==> config.mk <==
export PLATFORM = sky130hd
export DESIGN_NAME = ipi_unit
export DESIGN_NICKNAME = d
export VERILOG_FILES = /design/src/rtl/ipi_pkg.sv /design/src/rtl/ipi_rst_sync.sv /design/src/rtl/ipi_wr_decode.sv /design/src/rtl/ipi_cpu_slice.sv /design/src/rtl/ipi_rd_port.sv /design/src/rtl/ipi_unit.sv
export SDC_FILE = /design/constraint.sdc
export NUM_CORES = 1
export LEC_CHECK = 0
export BUFFER_PORTS_ARGS = -buffer_cell sky130_fd_sc_hd__buf_2
export CORE_MARGIN = 2
export CORE_UTILIZATION = 33
export DETAILED_ROUTE_END_ITERATION = 8
export MAX_ROUTING_LAYER = met4
export PLACE_DENSITY_LB_ADDON = 0.25
export SLEW_MARGIN = 20
export SYNTH_ARGS = -nofsm -noshare
export SYNTH_HDL_FRONTEND = slang
export SYNTH_HIERARCHICAL = 1
export SYNTH_SLANG_ARGS = --single-unit
==> constraint.sdc <==
create_clock -name clk -period 1.8 [get_ports clk]
set_clock_uncertainty 0.05 [all_clocks]
set_input_delay 0.27 -clock clk [delete_from_list [all_inputs] [get_ports clk]]
set_output_delay 0.27 -clock clk [all_outputs]
set_load 0.02 [all_outputs]
==> src/rtl/ipi_pkg.sv <==
package ipi_pkg;
  // word addresses of the register window
  localparam int OFS_WHO   = 0;
  localparam int OFS_EVENT = 1;
  localparam int OFS_SEND  = 2;
  localparam int OFS_ACK   = 3;
  localparam int OFS_MSET  = 4;
  localparam int OFS_MCLR  = 5;

  // channel index inside the 2-bit per-CPU vectors
  localparam int CH_OTHER = 0;
  localparam int CH_SELF  = 1;

  // bit positions in the ack / mask / send data words
  localparam int BIT_OTHER = 0;
  localparam int BIT_SELF  = 31;

  localparam logic [7:0]  EV_TYPE_IPI  = 8'd4;
  localparam logic [15:0] EV_NUM_OTHER = 16'd1;
  localparam logic [15:0] EV_NUM_SELF  = 16'd2;

  typedef struct packed {
    logic [1:0] raise;
    logic [1:0] ack;
    logic [1:0] mset;
    logic [1:0] mclr;
  } ch_cmd_t;

  function automatic logic [31:0] ev_word(input logic [1:0] pick);
    logic [31:0] w;
    w = '0;
    if (pick[CH_OTHER])     w = {8'd0, EV_TYPE_IPI, EV_NUM_OTHER};
    else if (pick[CH_SELF]) w = {8'd0, EV_TYPE_IPI, EV_NUM_SELF};
    return w;
  endfunction
endpackage

==> src/rtl/ipi_rst_sync.sv <==
module ipi_rst_sync (
  input  logic clk,
  input  logic rst_n,
  output logic rst_n_sync
);
  logic [1:0] sync_q;
  logic [1:0] sync_d;

  always_comb sync_d = {sync_q[0], 1'b1};

  always_ff @(posedge clk or negedge rst_n) begin
    if (!rst_n) sync_q <= 2'b00;
    else        sync_q <= sync_d;
  end

  assign rst_n_sync = sync_q[1];
endmodule

==> src/rtl/ipi_wr_decode.sv <==
module ipi_wr_decode
  import ipi_pkg::*;
#(
  parameter int NUM_CPUS = 4,
  parameter int ADDR_W   = 4,
  parameter int CPU_W    = 2
) (
  input  logic                wr_en,
  input  logic [CPU_W-1:0]    wr_cpu,
  input  logic [ADDR_W-1:0]   wr_addr,
  input  logic [31:0]         wr_data,
  output ch_cmd_t             cmd [NUM_CPUS]
);
  logic [1:0] chan_bits;
  logic       hit_send, hit_ack, hit_mset, hit_mclr;

  always_comb begin
    chan_bits = '0;
    chan_bits[CH_OTHER] = wr_data[BIT_OTHER];
    chan_bits[CH_SELF]  = wr_data[BIT_SELF];
    hit_send = wr_en && (int'(wr_addr) == OFS_SEND);
    hit_ack  = wr_en && (int'(wr_addr) == OFS_ACK);
    hit_mset = wr_en && (int'(wr_addr) == OFS_MSET);
    hit_mclr = wr_en && (int'(wr_addr) == OFS_MCLR);
  end

  for (genvar i = 0; i < NUM_CPUS; i++) begin : g_cpu
    logic own;
    always_comb begin
      own = (wr_cpu == CPU_W'(i));
      cmd[i] = '0;
      cmd[i].raise[CH_OTHER] = hit_send && wr_data[i];
      cmd[i].raise[CH_SELF]  = hit_send && own && wr_data[BIT_SELF];
      cmd[i].ack  = (hit_ack  && own) ? chan_bits : 2'b00;
      cmd[i].mset = (hit_mset && own) ? chan_bits : 2'b00;
      cmd[i].mclr = (hit_mclr && own) ? chan_bits : 2'b00;
    end
  end
endmodule

==> src/rtl/ipi_cpu_slice.sv <==
module ipi_cpu_slice
  import ipi_pkg::*;
(
  input  logic       clk,
  input  logic       rst_n,
  input  ch_cmd_t    cmd,
  input  logic       ev_take,
  output logic [1:0] pick,
  output logic       irq
);
  logic [1:0] pend_q, pend_d;
  logic [1:0] mask_q, mask_d;
  logic [1:0] live;
  logic [1:0] auto_mask;
  logic       upd_en;

  always_comb begin
    live = pend_q & ~mask_q;
    pick = 2'b00;
    if (live[CH_OTHER])     pick[CH_OTHER] = 1'b1;
    else if (live[CH_SELF]) pick[CH_SELF]  = 1'b1;
    auto_mask = ev_take ? pick : 2'b00;
    // a new doorbell wins over an ack in the same cycle
    pend_d = (pend_q & ~cmd.ack) | cmd.raise;
    // an explicit unmask wins over the read's auto-mask
    mask_d = (mask_q | cmd.mset | auto_mask) & ~cmd.mclr;
    upd_en = ev_take || (|cmd);
  end

  always_ff @(posedge clk or negedge rst_n) begin
    if (!rst_n) begin
      pend_q <= 2'b00;
      mask_q <= 2'b11;
    end else if (upd_en) begin
      pend_q <= pend_d;
      mask_q <= mask_d;
    end
  end

  assign irq = |live;

  for (genvar c = 0; c < 2; c++) begin : g_chk
    a_r3_raise_sets: assert property (@(posedge clk) disable iff (!rst_n)
      cmd.raise[c] |=> pend_q[c]);
    a_r7_ack_clears: assert property (@(posedge clk) disable iff (!rst_n)
      (cmd.ack[c] && !cmd.raise[c]) |=> !pend_q[c]);
    a_r6_mclr_unmasks: assert property (@(posedge clk) disable iff (!rst_n)
      cmd.mclr[c] |=> !mask_q[c]);
    a_r6_mset_masks: assert property (@(posedge clk) disable iff (!rst_n)
      (cmd.mset[c] && !cmd.mclr[c]) |=> mask_q[c]);
    a_r9_automask: assert property (@(posedge clk) disable iff (!rst_n)
      (ev_take && pick[c] && !cmd.mclr[c]) |=> mask_q[c]);
    a_r9_keeps_pending: assert property (@(posedge clk) disable iff (!rst_n)
      (ev_take && pick[c] && !cmd.ack[c]) |=> pend_q[c]);
  end
  a_r8_one_pick: assert property (@(posedge clk) disable iff (!rst_n)
    $onehot0(pick));
endmodule

==> src/rtl/ipi_rd_port.sv <==
module ipi_rd_port
  import ipi_pkg::*;
#(
  parameter int NUM_CPUS = 4,
  parameter int ADDR_W   = 4,
  parameter int CPU_W    = 2
) (
  input  logic                      clk,
  input  logic                      rst_n,
  input  logic                      rd_en,
  input  logic [CPU_W-1:0]          rd_cpu,
  input  logic [ADDR_W-1:0]         rd_addr,
  input  logic [NUM_CPUS-1:0][1:0]  picks,
  output logic [NUM_CPUS-1:0]       ev_take,
  output logic [31:0]               rd_data,
  output logic                      rd_valid
);
  logic [1:0]  sel_pick;
  logic [31:0] word_d;
  logic [31:0] data_q;
  logic        valid_q;
  logic        hit_event;

  always_comb begin
    hit_event = rd_en && (int'(rd_addr) == OFS_EVENT);
    sel_pick  = 2'b00;
    ev_take   = '0;
    for (int i = 0; i < NUM_CPUS; i++) begin
      if (rd_cpu == CPU_W'(i)) begin
        sel_pick   = picks[i];
        ev_take[i] = hit_event;
      end
    end
    case (int'(rd_addr))
      OFS_WHO:   word_d = 32'(rd_cpu);
      OFS_EVENT: word_d = ev_word(sel_pick);
      default:   word_d = '0;
    endcase
  end

  always_ff @(posedge clk or negedge rst_n) begin
    if (!rst_n) begin
      data_q  <= '0;
      valid_q <= 1'b0;
    end else begin
      valid_q <= rd_en;
      if (rd_en) data_q <= word_d;
    end
  end

  assign rd_data  = data_q;
  assign rd_valid = valid_q;

  a_r11_valid_follows: assert property (@(posedge clk) disable iff (!rst_n)
    rd_en |=> rd_valid);
  a_r11_valid_idle: assert property (@(posedge clk) disable iff (!rst_n)
    !rd_en |=> !rd_valid);
  a_r8_event_type: assert property (@(posedge clk) disable iff (!rst_n)
    (hit_event && (|sel_pick)) |=> (rd_data[23:16] == EV_TYPE_IPI));
endmodule

==> src/rtl/ipi_unit.sv <==
module ipi_unit
  import ipi_pkg::*;
#(
  parameter int NUM_CPUS = 4,   // at most 31: bit 31 of the send word is the self doorbell
  parameter int ADDR_W   = 4,
  localparam int CPU_W   = (NUM_CPUS > 1) ? $clog2(NUM_CPUS) : 1
) (
  input  logic                clk,
  input  logic                rst_n,
  input  logic                wr_en,
  input  logic [CPU_W-1:0]    wr_cpu,
  input  logic [ADDR_W-1:0]   wr_addr,
  input  logic [31:0]         wr_data,
  input  logic                rd_en,
  input  logic [CPU_W-1:0]    rd_cpu,
  input  logic [ADDR_W-1:0]   rd_addr,
  output logic [31:0]         rd_data,
  output logic                rd_valid,
  output logic [NUM_CPUS-1:0] irq_out
);
  logic                     rst_n_s;
  ch_cmd_t                  cmd [NUM_CPUS];
  logic [NUM_CPUS-1:0][1:0] picks;
  logic [NUM_CPUS-1:0]      ev_take;

  ipi_rst_sync u_rst (
    .clk        (clk),
    .rst_n      (rst_n),
    .rst_n_sync (rst_n_s)
  );

  ipi_wr_decode #(.NUM_CPUS(NUM_CPUS), .ADDR_W(ADDR_W), .CPU_W(CPU_W)) u_dec (
    .wr_en   (wr_en),
    .wr_cpu  (wr_cpu),
    .wr_addr (wr_addr),
    .wr_data (wr_data),
    .cmd     (cmd)
  );

  for (genvar i = 0; i < NUM_CPUS; i++) begin : g_slice
    ipi_cpu_slice u_slice (
      .clk     (clk),
      .rst_n   (rst_n_s),
      .cmd     (cmd[i]),
      .ev_take (ev_take[i]),
      .pick    (picks[i]),
      .irq     (irq_out[i])
    );
  end

  ipi_rd_port #(.NUM_CPUS(NUM_CPUS), .ADDR_W(ADDR_W), .CPU_W(CPU_W)) u_rd (
    .clk      (clk),
    .rst_n    (rst_n_s),
    .rd_en    (rd_en),
    .rd_cpu   (rd_cpu),
    .rd_addr  (rd_addr),
    .picks    (picks),
    .ev_take  (ev_take),
    .rd_data  (rd_data),
    .rd_valid (rd_valid)
  );

  a_r1_quiet_after_reset: assert property (@(posedge clk)
    (!rst_n_s) |=> (irq_out == '0));
endmodule

==> flow_summary.ini <==
[worst_setup_path]
path_class = reg2reg
cp-end-kind = flop
reg2reg_to = u_rd/rd_data[0]$_DFFE_PN0P_
cp_num_buf_inv = 1
worst-path-stages = 5
crit_family = flip-flops
worstPathArrival_ps = 1770
r2r_cells = 5
cp.required_ps = 1910
endpoint = u_rd/rd_data[0]$_DFFE_PN0P_
r2r_setup_slack_ps = 130
critPathSlowestCell = dfstp_2
worstReg2RegStart = g_slice[0].u_slice/mask_q[0]$_DFFE_PN1P_
worstSetupStartpoint = g_slice[0].u_slice/mask_q[0]$_DFFE_PN1P_
start_kind = flop
crit_path_cell_trace = nand2b_4, inv_1, and2_1, mux4_2, a21bo_2
max_stage_delay_ps = 530
crit_fanout = 3

[logic_synthesis]
yosysMostFrequentCell = nor2_1
synth_top_area_share_pct = 21.2
synth_flop_cell = dfrtp_1
synth_async_sr_flop_share_pct = 100
yosys_warnings = 6
synth_cell_types = 36
synth_area_leaders = dfrtp_1 (21%), buf_4 (13%), dfstp_2 (13%), nor2_1 (7.3%), nand4bb_1 (4.1%)
syn_inst = 178
syn_avg_cell_area_um2 = 9.29
ys_seq_area_share_pct = 33.9
synth_largest_area_cell = dfrtp_1
synth_edf_count = 0
syn_area_mm2 = 0.00165
ys_top_cells_by_count = nor2_1 (32), buf_4 (29), dfrtp_1 (14), inv_1 (14), dfstp_2 (8)
ys_seq_elements = 22

[clock_tree]
postCtsSetupBuffers = 0
ctsResizeCount = 0
clockRootBuffer = clkbuf_8
holdBufCountCts = 1
cts-buffers-inserted = 3
cts_tree = done
clk_latency_ps = 260
cts-htree-levels = 1
path_clk_slew_ps = 80
cts_sinks = 22
cts_buffer_depth = 2

[global_routing]
grt-ovfl-total = 0
antenna_found_initial = 0
grt_use_total_pct = 13.0
grt_pass1_wl_um = 5460
grt_pass1_vias = 1162
grt_max_degree = 21

[final_layout]
antennaDiodeCount = 0
drive_above_1_share_pct = 28.2
utilization_pct = 38.1
seq_area_um2 = 561
area_growth_syn_to_layout_pct = 10.3
fin_cells = 276
multi_input_area_um2 = 906
n_fill_cell = 504
nets = 258

[placed_design]
port_buffers = 28
place_hpwl_um = 2660
dp.cells = 271
dp_slack_ps = 123
gp_congestion = 0.770

[sta]
hold_violations = 0
fin_crit_ps = 1670
drv_slew = 0
setup_ws_ps = 135
rsz0062_at_grt = no
setup_violations = 0
period_share_pct = 92.5
setup_tns_ps = 0
fmaxAchievable_ghz = 0.600

[floorplanning]
coreArea_mm2 = 0.00479
die_w_um = 74.8
rows = 25
initial_core_util_pct = 34.5
dieArea_mm2 = 0.00559
die_h_um = 74.8
ios = 85

[hold_path]
hold_depth = 1
hold_path.class = in2reg

[drt]
drtPass1Iterations = 4
ant_nets = 0
drc = 0
wl_um = 3330
drt_iter0_drc = 31
num_vias = 1222
wl_per_cell_um = 12.1
via_per_inst = 4.43

[power]
irDropWorstVdd_v = 0.000616
p_int_uw = 982
p_seq_share_pct = 44.4
swShare_pct = 33.2
combPwrFrac_pct = 31.4
power.leakage_nw = 0.849
powerDensity_mw_per_mm2 = 806
power_switching_uw = 488
p_clk_share_pct = 24.2

[flow_run]
drv_cap = 0

[outcome]
status = finished, final reports clean
-- sequential cells by signal, indices dropped and copies added, names as in the netlist --
name                    cells
g_slice.u_slice/mask_q      8
g_slice.u_slice/pend_q      8
u_rd/rd_data                3
u_rst/sync_q                2
u_rd/rd_valid               1
-- area by class of cell --
| class | count | area share [%] |
|---|---|---|
| multi-input cells | 138 | 49.7 |
| flip-flops and latches | 22 | 30.7 |
| repair buffers | 31 | 9.06 |
| well taps | 67 | 4.60 |
| clock buffers | 4 | 3.02 |
| inverters | 14 | 2.88 |
-- power by group through the flow --
stage / Clock [mW] / Combinational, mW / Sequential [mW]
CTS: 0.370 / 0.467 / 0.653
global placement: 0 / 0.462 / 0.660
global route: 0.388 / 0.517 / 0.665
detailed placement: 0 / 0.465 / 0.662
finish: 0.356 / 0.462 / 0.652
floorplan: 0 / 0.386 / 0.658
-- cell families after synthesis --
kind of cell | after synthesis | share of synthesized area, %
buffers and inverters | 46 | 17.6
DFF | 22 | 33.9
and+or+nand+nor | 84 | 33.1
AOI/OAI and AO/OA | 21 | 10.6
other | 2 | 0.454
muxes | 3 | 4.32
-- through the flow --
step / hold WS [ps] / instance area [um2] / power (mW)
final: 88.2 / 1820 / 1.47
after global routing: 86.6 / 1820 / 1.57
after floorplan: -75.6 / 1760 / 1.04
after global placement: 6.05 / 1760 / 1.12
after detailed placement: 6.94 / 1760 / 1.13
after CTS: 86.4 / 1820 / 1.49
-- layer usage --
| metal | up-vias | GRT usage [%] | part of all wire (%) |
|---|---|---|---|
| met3 | 2 | 2.81 | 3.6 |
| met4 | 0 | 1.98 | 0.21 |
| met2 | 26 | 20.8 | 47 |
| li1 | 618 | - | - |
| met5 | - | - | 0 |
| met1 | 576 | 17.4 | 49 |
-- worst register-to-register path, cell delays in order, from the launching register on --
cell and delay (ps):
dfstp_2 530, nand2b_4 130, inv_1 60, and2_1 130, mux4_2 440, a21bo_2 220
-- cell usage in the layout (no fill, tap or decap), types with 6 or more instances in the layout --
master     Yosys  layout
inv_1         14      14
dfstp_2        8       8
nand2_1        7       7
buf_2          2      28
nor2_1        32      32
dfrtp_1       14      14
nand4bb_1      6       6
nand2b_1       7       7
conb_1         2      30
-- worst min path at each step --
| stage | startpoint | endpoint | slack [ps] |
|---|---|---|---|
| after global routing | rd_en | u_rd/rd_valid$_DFF_PN0_ | 90 |
| after detailed placement | rst_n | u_rst/sync_q[0]$_DFF_PN0_ | 7 |
| after floorplan | rst_n | u_rst/sync_q[0]$_DFF_PN0_ | -80 |
| after global placement | rst_n | u_rst/sync_q[0]$_DFF_PN0_ | 6 |
| final | rd_en | u_rd/rd_valid$_DFF_PN0_ | 90 |
| after CTS | rd_en | u_rd/rd_valid$_DFF_PN0_ | 90 |
No activity file was read; power rests on OpenSTA's default activity.
